**config.mk**
```make
export PLATFORM = sky130hd
export DESIGN_NAME = ctimer_capture
export DESIGN_NICKNAME = d
export VERILOG_FILES = /design/src/rtl/ctimer_pkg.sv /design/src/rtl/ctimer_presc.sv /design/src/rtl/ctimer_edge.sv /design/src/rtl/ctimer_lane.sv /design/src/rtl/ctimer_capture.sv
export SDC_FILE = /design/constraint.sdc
export NUM_CORES = 1
export LEC_CHECK = 0
export BUFFER_PORTS_ARGS = -buffer_cell sky130_fd_sc_hd__buf_2
export CELL_PAD_IN_SITES_DETAIL_PLACEMENT = 0
export CELL_PAD_IN_SITES_GLOBAL_PLACEMENT = 2
export CORE_MARGIN = 2
export CORE_UTILIZATION = 37
export DETAILED_ROUTE_END_ITERATION = 8
export PLACE_DENSITY_LB_ADDON = 0.1
export SYNTH_ARGS = -nofsm -noshare
export SYNTH_HDL_FRONTEND = slang
export SYNTH_SLANG_ARGS = --single-unit
```
**constraint.sdc**
```tcl
create_clock -name clk_i -period 4.1 [get_ports clk_i]
set_input_delay 0.41 -clock clk_i [delete_from_list [all_inputs] [get_ports clk_i]]
set_output_delay 0.41 -clock clk_i [all_outputs]
set_load 0.02 [all_outputs]
```
**src/rtl/ctimer_pkg.sv**
```systemverilog
package ctimer_pkg;
  typedef enum logic [1:0] {
    MODE_DUAL8  = 2'b00,
    MODE_T8_EV8 = 2'b01,
    MODE_T16    = 2'b10,
    MODE_EV16   = 2'b11
  } ctimer_mode_e;
endpackage

```
**src/rtl/ctimer_presc.sv**
```systemverilog
module ctimer_presc #(
  parameter int PW = 8
) (
  input  logic          clk_i,
  input  logic          rst_ni,
  input  logic          clr_i,
  input  logic [PW-1:0] reload_i,
  output logic          tick_o
);
  logic [PW-1:0] cnt_q;

  assign tick_o = (cnt_q == '0);

  always_ff @(posedge clk_i or negedge rst_ni) begin
    if (!rst_ni)     cnt_q <= '0;
    else if (clr_i)  cnt_q <= '0;
    else if (tick_o) cnt_q <= reload_i;
    else             cnt_q <= cnt_q - 1'b1;
  end

  a_r2_reload_on_zero: assert property (@(posedge clk_i) disable iff (!rst_ni)
    (!clr_i && cnt_q == '0) |=> (cnt_q == $past(reload_i)));
  a_r2_clear_zero: assert property (@(posedge clk_i) disable iff (!rst_ni)
    clr_i |=> tick_o);
endmodule

```
**src/rtl/ctimer_edge.sv**
```systemverilog
module ctimer_edge (
  input  logic clk_i,
  input  logic rst_ni,
  input  logic d_i,
  output logic rise_o
);
  logic d_q;

  always_ff @(posedge clk_i or negedge rst_ni) begin
    if (!rst_ni) d_q <= 1'b0;
    else         d_q <= d_i;
  end

  assign rise_o = d_i & ~d_q;
endmodule

```
**src/rtl/ctimer_lane.sv**
```systemverilog
module ctimer_lane #(
  parameter int W = 8
) (
  input  logic         clk_i,
  input  logic         rst_ni,
  input  logic         clr_i,
  input  logic         inc_i,
  output logic [W-1:0] cnt_o
);
  logic [W-1:0] cnt_q;

  always_ff @(posedge clk_i or negedge rst_ni) begin
    if (!rst_ni)    cnt_q <= '0;
    else if (clr_i) cnt_q <= '0;
    else if (inc_i) cnt_q <= cnt_q + 1'b1;
  end

  assign cnt_o = cnt_q;

  a_r3_clear_to_zero: assert property (@(posedge clk_i) disable iff (!rst_ni)
    clr_i |=> (cnt_o == '0));
  a_r3_hold_idle: assert property (@(posedge clk_i) disable iff (!rst_ni)
    (!clr_i && !inc_i) |=> $stable(cnt_o));
endmodule

```
**src/rtl/ctimer_capture.sv**
```systemverilog
module ctimer_capture #(
  parameter int HW = 8,
  parameter int PW = 8
) (
  input  logic          clk_i,
  input  logic          rst_ni,
  input  logic [1:0]    mode_i,
  input  logic [PW-1:0] psc_reload_i,
  input  logic [HW-1:0] lim_lo_i,
  input  logic [HW-1:0] lim_hi_i,
  input  logic          evt_i,
  input  logic          cap_i,
  input  logic [1:0]    flag_clr_i,
  output logic [HW-1:0] cap_lo_o,
  output logic [HW-1:0] cap_hi_o,
  output logic          irq_lo_o,
  output logic          irq_hi_o
);
  import ctimer_pkg::*;

  localparam int FW = 2 * HW;

  ctimer_mode_e mode_q;
  logic         mode_chg;
  logic         wide;
  logic         psc_tick, tick, evt_stp;
  logic [1:0]   raw_in, rise;
  logic         step_lo, step_hi8;
  logic [HW-1:0] cnt_lo, cnt_hi;
  logic         hit_lo, hit_hi;
  logic         clr_lo, clr_hi, inc_lo, inc_hi;
  logic [1:0]   flag_set, flag_q;
  logic [FW-1:0] cap_q;

  always_ff @(posedge clk_i or negedge rst_ni) begin
    if (!rst_ni) mode_q <= MODE_DUAL8;
    else         mode_q <= ctimer_mode_e'(mode_i);
  end

  assign mode_chg = (mode_i != mode_q);
  assign wide     = mode_q[1];

  ctimer_presc #(.PW(PW)) u_presc (
    .clk_i   (clk_i),
    .rst_ni  (rst_ni),
    .clr_i   (mode_chg),
    .reload_i(psc_reload_i),
    .tick_o  (psc_tick)
  );

  assign raw_in = {cap_i, evt_i};

  for (genvar g = 0; g < 2; g++) begin : g_edge
    ctimer_edge u_edge (
      .clk_i (clk_i),
      .rst_ni(rst_ni),
      .d_i   (raw_in[g]),
      .rise_o(rise[g])
    );
  end

  assign tick    = psc_tick & ~mode_chg;
  assign evt_stp = rise[0] & ~mode_chg;

  assign step_lo  = (mode_q == MODE_EV16)   ? evt_stp : tick;
  assign step_hi8 = (mode_q == MODE_T8_EV8) ? evt_stp : tick;

  // match is judged on the count before this step
  assign hit_lo = wide ? (step_lo & ({cnt_hi, cnt_lo} == {lim_hi_i, lim_lo_i}))
                       : (step_lo & (cnt_lo == lim_lo_i));
  assign hit_hi = ~wide & step_hi8 & (cnt_hi == lim_hi_i);

  assign clr_lo = mode_chg | hit_lo;
  assign inc_lo = step_lo & ~hit_lo;
  assign clr_hi = mode_chg | (wide ? hit_lo : hit_hi);
  assign inc_hi = wide ? (step_lo & ~hit_lo & (&cnt_lo)) : (step_hi8 & ~hit_hi);

  ctimer_lane #(.W(HW)) u_lane_lo (
    .clk_i (clk_i),
    .rst_ni(rst_ni),
    .clr_i (clr_lo),
    .inc_i (inc_lo),
    .cnt_o (cnt_lo)
  );

  ctimer_lane #(.W(HW)) u_lane_hi (
    .clk_i (clk_i),
    .rst_ni(rst_ni),
    .clr_i (clr_hi),
    .inc_i (inc_hi),
    .cnt_o (cnt_hi)
  );

  assign flag_set = {hit_hi, hit_lo};

  for (genvar f = 0; f < 2; f++) begin : g_flag
    always_ff @(posedge clk_i or negedge rst_ni) begin
      if (!rst_ni)            flag_q[f] <= 1'b0;
      else if (flag_set[f])   flag_q[f] <= 1'b1;
      else if (flag_clr_i[f]) flag_q[f] <= 1'b0;
    end

    a_r8_sticky: assert property (@(posedge clk_i) disable iff (!rst_ni)
      (flag_q[f] && !flag_clr_i[f]) |=> flag_q[f]);
  end

  always_ff @(posedge clk_i or negedge rst_ni) begin
    if (!rst_ni)      cap_q <= '0;
    else if (rise[1]) cap_q <= {cnt_hi, cnt_lo};
  end

  assign cap_lo_o = cap_q[HW-1:0];
  assign cap_hi_o = cap_q[FW-1:HW];
  assign irq_lo_o = flag_q[0];
  assign irq_hi_o = flag_q[1];

  a_r7_capture_value: assert property (@(posedge clk_i) disable iff (!rst_ni)
    rise[1] |=> ({cap_hi_o, cap_lo_o} == $past({cnt_hi, cnt_lo})));
  a_r7_capture_hold: assert property (@(posedge clk_i) disable iff (!rst_ni)
    !rise[1] |=> $stable({cap_hi_o, cap_lo_o}));
  a_r9_mode_clear: assert property (@(posedge clk_i) disable iff (!rst_ni)
    mode_chg |=> (cnt_lo == '0 && cnt_hi == '0));
  a_r5_no_hi_flag: assert property (@(posedge clk_i) disable iff (!rst_ni)
    (wide && !irq_hi_o) |=> !irq_hi_o);
endmodule

```
# --- Word-level counts from Yosys, hierarchy flattened ---
# Cells that the tools add are included.
totals:
  reg_bits: 46
  latch_bits: 0
  mem_bits_rw: 0
  rom_bits: 0
  out_inout_bits: 18
  n_memories: 0
classes:
  n_addsub: 3
  n_mul: 0
  n_div: 0
  magnitude_cmp: 0
  n_eq_ne: 6
  shifts: 0
  muxes: 15
  bitwise: 19
  n_reduce_logical: 6
ops:
  columns: ["cell", "count"]
  rows:
  - ["$mux W8", 6]
  - ["$add A8 B1 Y8 const B", 2]
  - ["$eq A16 B16 Y1", 1]
  - ["$eq A8 B8 Y1", 2]
  - ["$and A1 B1 Y1", 11]
  - ["$mux W1", 9]
  - ["$logic_not A8 Y1", 1]
  - ["$reduce_and A8 Y1", 1]
  - ["$reduce_bool A2 Y1", 4]
  - ["$sub A8 B1 Y8 const B", 1]
  - ["$not A1 Y1", 6]
  - ["$eq A2 B1 Y1 const B", 1]
  - ["$eq A2 B2 Y1 const B", 1]
  - ["$ne A2 B2 Y1", 1]
  - ["$or A1 B1 Y1", 2]

# --- Longest topological paths before layout ---
# Gate-level depths: netlist of run 1.
depth:
  depth_word: 12
  ltp_mapped: 9

# --- Modules after synthesis ---
# From an unflattened synthesis of run 1, not the netlist that was laid out.
hier_totals:
  cells_unflattened: 213
  hier_area_um2: 2421.1
by_module_without_submodules:
  columns: ["mod", "instances", "cells_each", "area_each_um2", "seq_area_each_um2"]
  rows:
  - ["ctimer_capture", 1, 89, 1066.0, 500.5]
  - ["ctimer_lane", 2, 37, 396.6, 200.2]
  - ["ctimer_presc", 1, 46, 484.2, 200.2]
  - ["ctimer_edge", 2, 2, 38.8, 25.0]

# --- Least setup slack after synthesis of run 1 ---
# Ideal clock, no wire load.
synth_path:
  path_kind: "flip-flop to flip-flop"
  start: "reg u_presc.cnt_q[0]"
  end: "reg u_lane_hi.cnt_q[7], in the netlist u_lane_hi.cnt_o[7]"
  t_arrival_ns: 2.262
  t_required_ns: 4.020
  slack_ns: 1.758
  path_stages_with_launch: 10
  n_path_buf: 1
  synth_period_minus_slack_ns: 2.342
  path_cell_list: "dfrtp_1 -> inv_1 -> ha_1 -> nor4b_2 -> a21oi_1 -> a2111oi_4 -> a21oi_2 -> buf_6 -> or4b_1 -> a21oi_1"
synth_via:
  elab_chain_cells: 10
synth_rtl:
  columns: ["item", "line", "rtl"]
  rows:
  - ["from (decl)", "ctimer_presc.sv:10", "logic [PW-1:0] cnt_q;"]
  - ["from (signal assigned)", "ctimer_presc.sv:17", "else if (tick_o) cnt_q <= reload_i;"]
  - ["from (signal assigned)", "ctimer_presc.sv:18", "else cnt_q <= cnt_q - 1'b1;"]
  - ["$logic_not A8 Y1 *", "ctimer_presc.sv:12", "assign tick_o = (cnt_q == '0);"]
  - ["$and A1 B1 Y1 *", "ctimer_capture.sv:62", "assign tick = psc_tick & ~mode_chg;"]
  - ["$mux W1", "ctimer_capture.sv:65", "assign step_lo = (mode_q == MODE_EV16) ? evt_stp : tick;"]
  - ["$and A1 B1 Y1 (on tied branches)", "ctimer_capture.sv:70, ctimer_capture.sv:69", null]
  - ["$mux W1", "ctimer_capture.sv:69", "assign hit_lo = wide ? (step_lo & ({cnt_hi, cnt_lo} == {lim_hi_i, lim_lo_i}))"]
  - ["$not A1 Y1", "ctimer_capture.sv:76", "assign inc_hi = wide ? (step_lo & ~hit_lo & (&cnt_lo)) : (step_hi8 & ~hit_hi);"]
  - ["$and A1 B1 Y1 (2 in series)", "ctimer_capture.sv:76", null]
  - ["$mux W1", "ctimer_capture.sv:76", null]
  - ["$reduce_bool A2 Y1 (no line)", null, null]
  - ["to (signal assigned)", "ctimer_lane.sv:15", "else if (inc_i) cnt_q <= cnt_q + 1'b1;"]
  - ["to (decl)", "ctimer_lane.sv:10", "logic [W-1:0] cnt_q;"]
# Every way passes the cells marked *; elsewhere a longest branch is shown, timed or not.
# A chain may end at the register's enable or synchronous reset.

# --- Worst setup path after layout of run 1 ---
# Same ends and word-level chain as after synthesis.

==> reports/qor.csv, run 1 <==
stage,metric,value,unit
detailed_routing,drt wl/cell,15.2,um
logic_synthesis,Post-Synth Simple-Gate Area,0.167,
timing,Final Hold Viols,0,
logic_synthesis,mean post-synth cell area,10.6,um^2
logic_synthesis,Synth top area share,0.479,
timing,Tcrit/Tclk final,0.624,
detailed_routing,1st-iter DRT viols,73,
clock_network,Clock Tree Root,clkbuf_8,
logic_synthesis,compound-gate portion of the synthesized area,0.156,
logic_synthesis,Mapped Nets,262,
timing,Worst-Margin Slew,1.03,ns
place,GPL Wtd Cong,0.761,
worst_setup_path,most frequent CP cell,a21oi_1,
layout,Layout Cells excl Fill,356,
detailed_routing,Final ANT Viol Nets,0,
clock_network,total setup buffers inserted after CTS,0,
layout,area grow syn2layout,17.9,%
worst_setup_path,CP Max Fanout,12,
clock_network,CTS tree,done,
place,placed instance area,2720,um^2
place,setup slack after placement,1.55,ns
worst_setup_path,Critical Path AT,2.78,ns
pwr,Flop pwr share,0.478,
global_routing,initial antenna violation count,0,
worst_setup_path,Worst path depth,8,
logic_synthesis,Post-Synthesis Cells,227,
outcome,status,"complete, no violations",
detailed_routing,DR vias,1874,
logic_synthesis,part of the Yosys area used for sequential elements,0.479,
logic_synthesis,"EDFF count, synth",0,
place,port bufs,49,
logic_synthesis,leading area contributor after synthesis,dfrtp_1,
timing,Final min period,2.56,ns
place,post-DP HPWL,3970,um
worst_setup_path,CP Buf/Inv Count,1,
worst_setup_path,Worst Path Required,4.32,ns
layout,Antenna diodes,0,
timing,Slew Limit Fails,0,
clock_network,TritonCTS Buffers,5,
pwr,Power Internal,0.730,mW
detailed_routing,vias per cell,5.26,
pwr,peak supply drop,0.180,mV
floorplan,Core Area,6310,um^2
timing,setup_tns,0,ns
timing,max_slew headroom,0.313,
clock_network,# H-tree levels,2,
pwr,Static Leak,1.27,nW
global_routing,gr usage total,0.157,
logic_synthesis,synth top area cells,"dfrtp_1, mux2_2, xnor2_1",
timing,count of final setup violators,0,
logic_synthesis,yosys warns,0,
timing,final worst slack,1.54,ns
detailed_routing,DRT Pass-1 Iters,4,
timing,RSZ-0062 raised after global routing,false,
clock_network,worst skew pair latency,0.30,ns
floorplan,Initial Util,0.380,
global_routing,largest net degree at the start of global routing,47,
clock_network,"Hold-fix buffers, CTS",0,
logic_synthesis,fraction of registers with async set/reset,1.00,
pwr,power per cell area,365,nW/um^2
global_routing,global-route wire length before repair,9040,um
worst_setup_path,slowest cell delay on critical path,0.54,ns
global_routing,total grt overflow,0,
global_routing,vias in the first global route,1821,
layout,Nets,313,
worst_setup_path,CP Launch Type,flip-flop,
logic_synthesis,synthesized area,2400,um^2
worst_setup_path,Setup crit end kind,flip-flop,
pwr,Sw Ratio,0.293,
logic_synthesis,mux cell area share after synthesis,0.0870,
logic_synthesis,Yosys reg bits,46,
layout,fillcell total,615,
floorplan,Rows,29,
place,number of instances in the placed design,348,
detailed_routing,DRC errors left,0,
logic_synthesis,Synth Area in Adders,0.0156,
worst_setup_path,FF-to-FF path depth,8,
worst_setup_path,crit-path leading delay family,compound AO/OA/AOI/OAI gates,
pwr,Sw Pwr,0.302,mW
min_path,hold path cells,1,
min_path,Worst Hold Class,in2reg,
layout,layout cells sized above 1,0.297,
logic_synthesis,largest family of logic cells by synthesized area,simple AND/OR/NAND/NOR gates,
clock_network,Clock transition at path regs,0.09,ns
clock_network,clock sink count,46,
timing,Clock Skew,0.00488,ns
floorplan,Die Y,84.6,um
logic_synthesis,Cell variety after synth,45,
clock_network,Max Root-Sink Buffers,2,
run,Max Cap Viol,0,
pwr,clock power share,0.329,
pwr,Logic pwr share,0.193,
worst_setup_path,critical path's slowest cell,or4b_1,
clock_network,CTS resizes,0,
floorplan,Die W,84.6,um
logic_synthesis,Main synth FF type,dfrtp_1,
worst_setup_path,CP Cell Sequence,inv_1 > ha_1 > nor4b_2 > a21oi_1 > a2111oi_4 > a21oi_2 > or4b_1 > a21oi_1,
logic_synthesis,Post-Synth XOR/XNOR Area,0.0729,
timing,Peak Freq,391,MHz
layout,design area,2830,um^2
worst_setup_path,Worst Setup Path Type,reg2reg,
floorplan,Top-Level Pins,50,
floorplan,die area,7150,um^2
detailed_routing,final WL,5420,um
-- cells by family after synthesis --
kind of cell             count (synthesis)
adder cells (fa/ha/maj)                  3
AO/OA/AOI/OAI                           53
AND/OR/NAND/NOR                         74
multiplexers                            19
XOR/XNOR                                20
buffers and inverters                   12
flip-flops                              46
-- synthesized netlist by cell type (5+ instances only) --
cell / count
dfrtp_1: 46
nor2_1: 19
xnor2_1: 18
mux2_2: 15
nand2_1: 14
o21ai_0: 13
a21oi_1: 11
inv_1: 7
nand3_1: 7
a211oi_1: 5
nor3_1: 5
-- placed cells by master (no fill, tap or decap), types with 7 or more instances in the layout --
master,instances
nor2_1,19
o21ai_0,13
inv_1,7
mux2_2,15
xnor2_1,18
nand3_1,7
nand2_1,14
a21oi_1,11
dfrtp_1,46
buf_2,49
-- registers in the layout, summed over array words and instances (netlist names) --
register / cells
u_presc.cnt_q: 8
g_edge.u_edge.d_q: 2
irq_hi_o: 1
mode_q: 2
cap_q: 16
irq_lo_o: 1
u_lane_hi.cnt_o: 8
u_lane_lo.cnt_o: 8
-- final cells by class --
class	instances	area, um^2	share of cell area
clock inverter	3	45.0	0.0159
multi-input combinational	169	1200	0.423
clock buffer	5	68.8	0.0243
sequential	46	1150	0.407
timing repair buffer	49	245	0.0866
tap	77	96.3	0.0340
inverter	7	26.3	0.00928
-- layer usage --
layer / GRT usage / wire length (um)
met3: 0.0295 / 229
met5: 0 / 0
met1: 0.214 / 2670
met2: 0.260 / 2460
met4: 0.0390 / 58
-- through the flow --
stage	hold slack, ns	utilization	power, mW
floorplan	0.114	-	0.638
global placement	0.469	0.430	0.705
detailed placement	0.473	0.430	0.704
CTS	0.216	0.448	1.05
global route	0.216	0.448	1.10
finish	0.225	0.448	1.03
-- final timing paths --
path                                       start                   end  slack [ns]
worst max register to register  u_presc.cnt_q[0]    u_lane_hi.cnt_o[7]        1.54
max in group asynchronous                 rst_ni    u_lane_lo.cnt_o[4]        3.19
worst min register to register  u_presc.cnt_q[0]      u_presc.cnt_q[0]        0.49
worst max-delay path            u_presc.cnt_q[0]    u_lane_hi.cnt_o[7]        1.54
worst min-delay path                       cap_i  g_edge[1].u_edge.d_q        0.23
min in group asynchronous                 rst_ni             cap_q[12]        0.28
-- power groups by stage --
stage                     Clock, mW  Sequential (mW)  Combinational (mW)
final                         0.340            0.493               0.199
after detailed placement          0            0.503               0.201
after global placement            0            0.503               0.202
after floorplan                   0            0.500               0.138
after global routing          0.372            0.497               0.230
after CTS                     0.357            0.494               0.202
-- worst reg2reg max path, stage by stage (launching register included) --
cell,delay (ns)
dfrtp_1,0.40
inv_1,0.06
ha_1,0.19
nor4b_2,0.35
a21oi_1,0.23
a2111oi_4,0.34
a21oi_2,0.22
or4b_1,0.54
a21oi_1,0.15
Power figures use the tool's default switching activity.
==> inputs of run 2 (changes only) <==
--- a/config.mk
+++ b/config.mk
@@ -9,7 +9,7 @@
 export CELL_PAD_IN_SITES_DETAIL_PLACEMENT = 0
 export CELL_PAD_IN_SITES_GLOBAL_PLACEMENT = 2
 export CORE_MARGIN = 2
-export CORE_UTILIZATION = 37
+export CORE_UTILIZATION = 34
 export DETAILED_ROUTE_END_ITERATION = 8
 export PLACE_DENSITY_LB_ADDON = 0.1
 export SYNTH_ARGS = -nofsm -noshare
==> constraint.sdc (replaced) <==
create_clock -name clk_i -period 2.5 [get_ports clk_i]
set_input_delay 0.25 -clock clk_i [delete_from_list [all_inputs] [get_ports clk_i]]
set_output_delay 0.25 -clock clk_i [all_outputs]
set_load 0.02 [all_outputs]
==> reports/qor.csv, run 2 (synthesized netlist as in run 1, its figures left out) <==
stage,metric,value,unit
clock_network,Max Root-Sink Buffers,2,
global_routing,initial antenna violation count,0,
timing,Slew Limit Fails,0,
worst_setup_path,Worst Path Required,2.72,ns
place,number of instances in the placed design,384,
clock_network,TritonCTS Buffers,5,
timing,count of final setup violators,0,
detailed_routing,Final ANT Viol Nets,0,
clock_network,# H-tree levels,2,
place,port bufs,49,
detailed_routing,1st-iter DRT viols,80,
global_routing,vias in the first global route,1943,
layout,layout cells sized above 1,0.365,
global_routing,gr usage total,0.160,
global_routing,total grt overflow,0,
place,post-DP HPWL,4160,um
floorplan,die area,7750,um^2
layout,most frequent cells in the layout,"buf_2, dfrtp_1, buf_4",
timing,Final Hold Viols,0,
timing,max_slew headroom,0.504,
pwr,Static Leak,1.39,nW
layout,fillcell total,699,
timing,Final min period,2.36,ns
layout,max reg flops,16,
pwr,Pwr Total,1.66,mW
min_path,Worst Hold Class,in2reg,
floorplan,Rows,30,
detailed_routing,DRC errors left,0,
clock_network,worst skew pair latency,0.29,ns
worst_setup_path,Critical Path AT,2.58,ns
place,GPL Wtd Cong,0.739,
detailed_routing,final WL,5730,um
layout,Antenna diodes,0,
timing,final hold slack,0.0699,ns
layout,register area,1150,um^2
timing,final worst slack,0.145,ns
layout,"commonest non-fill, non-tap cell in the layout",buf_2,
worst_setup_path,Setup crit end kind,flip-flop,
timing,RSZ-0062 raised after global routing,false,
clock_network,Clock transition at path regs,0.08,ns
layout,Layout Cells excl Fill,395,
clock_network,clock sink count,46,
floorplan,Top-Level Pins,50,
worst_setup_path,CP Launch Type,flip-flop,
timing,Clock Skew,0.00558,ns
layout,area grow syn2layout,26.3,%
clock_network,CTS tree,done,
layout,Nets,334,
worst_setup_path,CP Max Fanout,12,
floorplan,Die W,88.1,um
timing,setup_tns,0,ns
detailed_routing,DR vias,1986,
timing,Worst-Margin Slew,0.744,ns
detailed_routing,DRT Pass-1 Iters,4,
detailed_routing,vias per cell,5.03,
layout,multi-input logic area,1250,um^2
floorplan,Initial Util,0.352,
pwr,power per cell area,547,nW/um^2
timing,Tcrit/Tclk final,0.942,
run,Max Cap Viol,0,
global_routing,largest net degree at the start of global routing,27,
outcome,status,"complete, no violations",
global_routing,global-route wire length before repair,9560,um
detailed_routing,drt wl/cell,14.5,um
layout,Top reg by flops,cap_q,
pwr,peak supply drop,0.226,mV
floorplan,Die Y,88.1,um
timing,Peak Freq,425,MHz
worst_setup_path,Worst Setup Path Type,reg2reg,
clock_network,Clock Tree Root,clkbuf_8,
floorplan,Core Area,6830,um^2
place,setup slack after placement,0.0274,ns
## run 2: final timing paths
check                                      start              endpoint  slack, ns  cells after the start
worst max register to register  u_presc.cnt_q[0]    u_lane_hi.cnt_o[5]       0.14                      9
min in group asynchronous                 rst_ni             mode_q[1]       0.46                      2
worst max-delay path            u_presc.cnt_q[0]    u_lane_hi.cnt_o[5]       0.14                      9
worst min-delay path                       cap_i  g_edge[1].u_edge.d_q       0.07                      1
worst min register to register  u_presc.cnt_q[0]      u_presc.cnt_q[0]       0.48                      1
max in group asynchronous                 rst_ni    u_lane_hi.cnt_o[5]       1.31                      3
## run 2: worst max-delay path: stages (launching register included)
cell and delay (ns):
dfrtp_1 0.40, inv_1 0.10, ha_4 0.14, nor4b_4 0.27
a21oi_2 0.13, a2111oi_4 0.28, buf_4 0.19, a21oi_4 0.10
or4_1 0.52, a21oi_1 0.15
## run 2: report_power, final
part,switching [mW],total [mW],internal (mW)
Sequential,0.0325,0.806,0.774
Combinational,0.227,0.420,0.192
Clock,0.247,0.435,0.188
## run 2: repair_timing
action	in CTS	in global routing
endpoints found under the setup margin	3	5
endpoints found under the hold margin	20	0
gates cloned	0	0
buffers inserted	0	3
hold buffers	1	0
pin swaps	0	5
gates resized for setup	1	10
## run 2: metal layers
layer / vias to the layer above / wire (um) / GRT usage / share of wire
li1: 982 / - / - / -
met1: 947 / 2840 / 0.224 / 0.49
met2: 46 / 2660 / 0.258 / 0.46
met3: 11 / 175 / 0.0302 / 0.031
met4: 0 / 64 / 0.0372 / 0.011
met5: - / 0 / 0 / 0
## run 2: per-stage QoR
stage,area [um^2],util
6_report,3030,0.444
5_1_grt,3030,0.444
4_1_cts,2970,0.434
3_5_place_dp,2870,0.420
3_3_place_gp,2870,0.420
2_1_floorplan,2400,-
## run 2: cell type report
type,instances,share of cell area
clock buffer,5,0.0227
tap,96,0.0396
inverter,7,0.00866
clock inverter,2,0.00330
timing repair buffer,70,0.134
sequential,46,0.379
multi-input combinational,169,0.413
==> inputs of run 3 (changes only) <==
--- a/config.mk
+++ b/config.mk
@@ -11,7 +11,10 @@
 export CORE_MARGIN = 2
 export CORE_UTILIZATION = 34
 export DETAILED_ROUTE_END_ITERATION = 8
+export GPL_ROUTABILITY_DRIVEN = 0
 export PLACE_DENSITY_LB_ADDON = 0.1
+export RECOVER_POWER = 50
+export SETUP_SLACK_MARGIN = 0.5
 export SYNTH_ARGS = -nofsm -noshare
 export SYNTH_HDL_FRONTEND = slang
 export SYNTH_SLANG_ARGS = --single-unit
==> reports/qor.csv, run 3 (synthesized netlist as in run 1, its figures left out) <==
stage,metric,value,unit
worst_setup_path,CP Max Fanout,8,
layout,layout cells sized above 1,0.386,
layout,"Core Util, Final",0.473,
floorplan,Die Y,88.1,um
outcome,status,"complete, no violations",
timing,Clock Skew,0.00548,ns
timing,Final Hold Viols,0,
worst_setup_path,RR Startpoint,mode_q[0],
min_path,hold path cells,1,
timing,count of final setup violators,0,
worst_setup_path,Setup crit end kind,flip-flop,
global_routing,total grt overflow,0,
floorplan,die area,7750,um^2
floorplan,Rows,30,
timing,Tcrit/Tclk final,0.885,
detailed_routing,DR vias,2045,
pwr,Static Leak,1.36,nW
timing,Worst-Margin Slew,0.860,ns
timing,RSZ-0062 raised after global routing,true,
pwr,peak supply drop,0.212,mV
min_path,Hold EP,g_edge[1].u_edge.d_q,
worst_setup_path,Critical Path AT,2.45,ns
detailed_routing,Final ANT Viol Nets,0,
worst_setup_path,reg2reg end,u_lane_hi.cnt_o[7],
clock_network,Max Root-Sink Buffers,2,
run,Max Cap Viol,0,
min_path,Worst Hold Class,in2reg,
clock_network,Clock transition at path regs,0.09,ns
timing,Final min period,2.21,ns
clock_network,worst skew pair latency,0.30,ns
global_routing,vias in the first global route,1948,
worst_setup_path,slowest cell delay on critical path,0.52,ns
worst_setup_path,Worst Path Required,2.74,ns
clock_network,clock sink count,46,
worst_setup_path,CP Launch Type,flip-flop,
place,post-DP HPWL,4300,um
worst_setup_path,crit-path leading delay family,simple AND/OR/NAND/NOR gates,
global_routing,largest net degree at the start of global routing,32,
layout,Top reg by flops,cap_q,
pwr,power per cell area,537,nW/um^2
timing,Slew Limit Fails,0,
layout,max reg flops,16,
detailed_routing,DRC errors left,0,
detailed_routing,drt wl/cell,14.8,um
layout,Nets,345,
layout,Antenna diodes,0,
layout,fillcell total,707,
clock_network,# H-tree levels,2,
worst_setup_path,CP Cell Sequence,xor2_2 > or2_4 > a2111oi_4 > buf_4 > a21oi_4 > or4b_1 > a21oi_1,
min_path,hold path startpoint,cap_i,
floorplan,Initial Util,0.352,
layout,most frequent cells in the layout,"dfrtp_1, buf_4, buf_2",
clock_network,TritonCTS Buffers,5,
timing,max_slew headroom,0.427,
place,port bufs,49,
clock_network,Clock Tree Root,clkbuf_8,
global_routing,initial antenna violation count,0,
floorplan,Top-Level Pins,50,
worst_setup_path,Worst Setup Path Type,reg2reg,
worst_setup_path,critical path's slowest cell,or4b_1,
timing,setup_tns,0,ns
detailed_routing,final WL,6030,um
clock_network,CTS tree,done,
floorplan,Die W,88.1,um
detailed_routing,1st-iter DRT viols,60,
layout,area grow syn2layout,34.6,%
detailed_routing,vias per cell,5.02,
worst_setup_path,R2R setup slack,0.29,ns
global_routing,global-route wire length before repair,9690,um
worst_setup_path,FF-to-FF path depth,7,
floorplan,Core Area,6830,um^2
layout,"commonest non-fill, non-tap cell in the layout",dfrtp_1,
detailed_routing,DRT Pass-1 Iters,4,
worst_setup_path,CP Buf/Inv Count,1,
global_routing,gr usage total,0.163,
timing,Peak Freq,452,MHz
worst_setup_path,Worst path depth,7,
## run 3: report_power, final
group          switching, mW  total, mW  internal, mW
Combinational          0.237      0.449         0.212
Sequential            0.0313      0.806         0.774
Clock                  0.280      0.482         0.202
## run 3: layer usage
layer	GRT usage	vias to the layer above	wire, um
li1	-	1004	-
met1	0.214	984	2810
met2	0.278	48	2920
met3	0.0311	9	220
met4	0.0455	0	76
met5	0	-	0
## run 3: final cells by class
| type | instances | area (um^2) | share of cell area |
|---|---|---|---|
| flip-flops and latches | 46 | 1160 | 0.357 |
| repair buffers | 81 | 465 | 0.144 |
| multi-input cells | 169 | 1370 | 0.424 |
| clock inverters | 3 | 25.0 | 0.00774 |
| well taps | 96 | 120 | 0.0371 |
| inverters | 7 | 26.3 | 0.00812 |
| clock buffers | 5 | 68.8 | 0.0213 |
## run 3: timing repair
item / in CTS / in global routing
gates resized for setup: 16 / 18
setup buffers: 8 / 9
pin swaps: 10 / 16
hold buffers: 1 / 0
endpoints found under the hold margin: 15 / 0
setup endpoints to repair: 13 / 14
cloned: 0 / 1
## run 3: how the worst max path moves through the flow
stage                startpoint            endpoint  slack [ns]
3_5_place_dp   u_presc.cnt_q[0]  u_lane_hi.cnt_o[5]        0.08
2_1_floorplan  u_presc.cnt_q[0]  u_lane_hi.cnt_o[7]        0.29
3_3_place_gp   u_presc.cnt_q[0]  u_lane_hi.cnt_o[3]        0.16
5_1_grt               mode_q[0]  u_lane_hi.cnt_o[3]        0.21
6_report              mode_q[0]  u_lane_hi.cnt_o[7]        0.29
4_1_cts        u_presc.cnt_q[0]  u_lane_hi.cnt_o[7]        0.25
## run 3: worst reg2reg max path, cell delays in order (launching register included)
cell and delay, ns:
dfrtp_2 0.45, xor2_2 0.19, or2_4 0.27, a2111oi_4 0.29, buf_4 0.19, a21oi_4 0.08, or4b_1 0.52, a21oi_1 0.14
## run 3: through the flow
step	total power [mW]	instances	hold slack, ns	area, um^2	setup slack, ns
3_5_place_dp	1.19	380	0.195	2870	0.0849
2_1_floorplan	1.06	227	-0.0456	2440	0.290
6_report	1.74	407	0.0566	3230	0.288
3_3_place_gp	1.20	380	0.191	2870	0.165
5_1_grt	1.85	407	0.0335	3230	0.213
4_1_cts	1.74	397	0.0433	3100	0.253
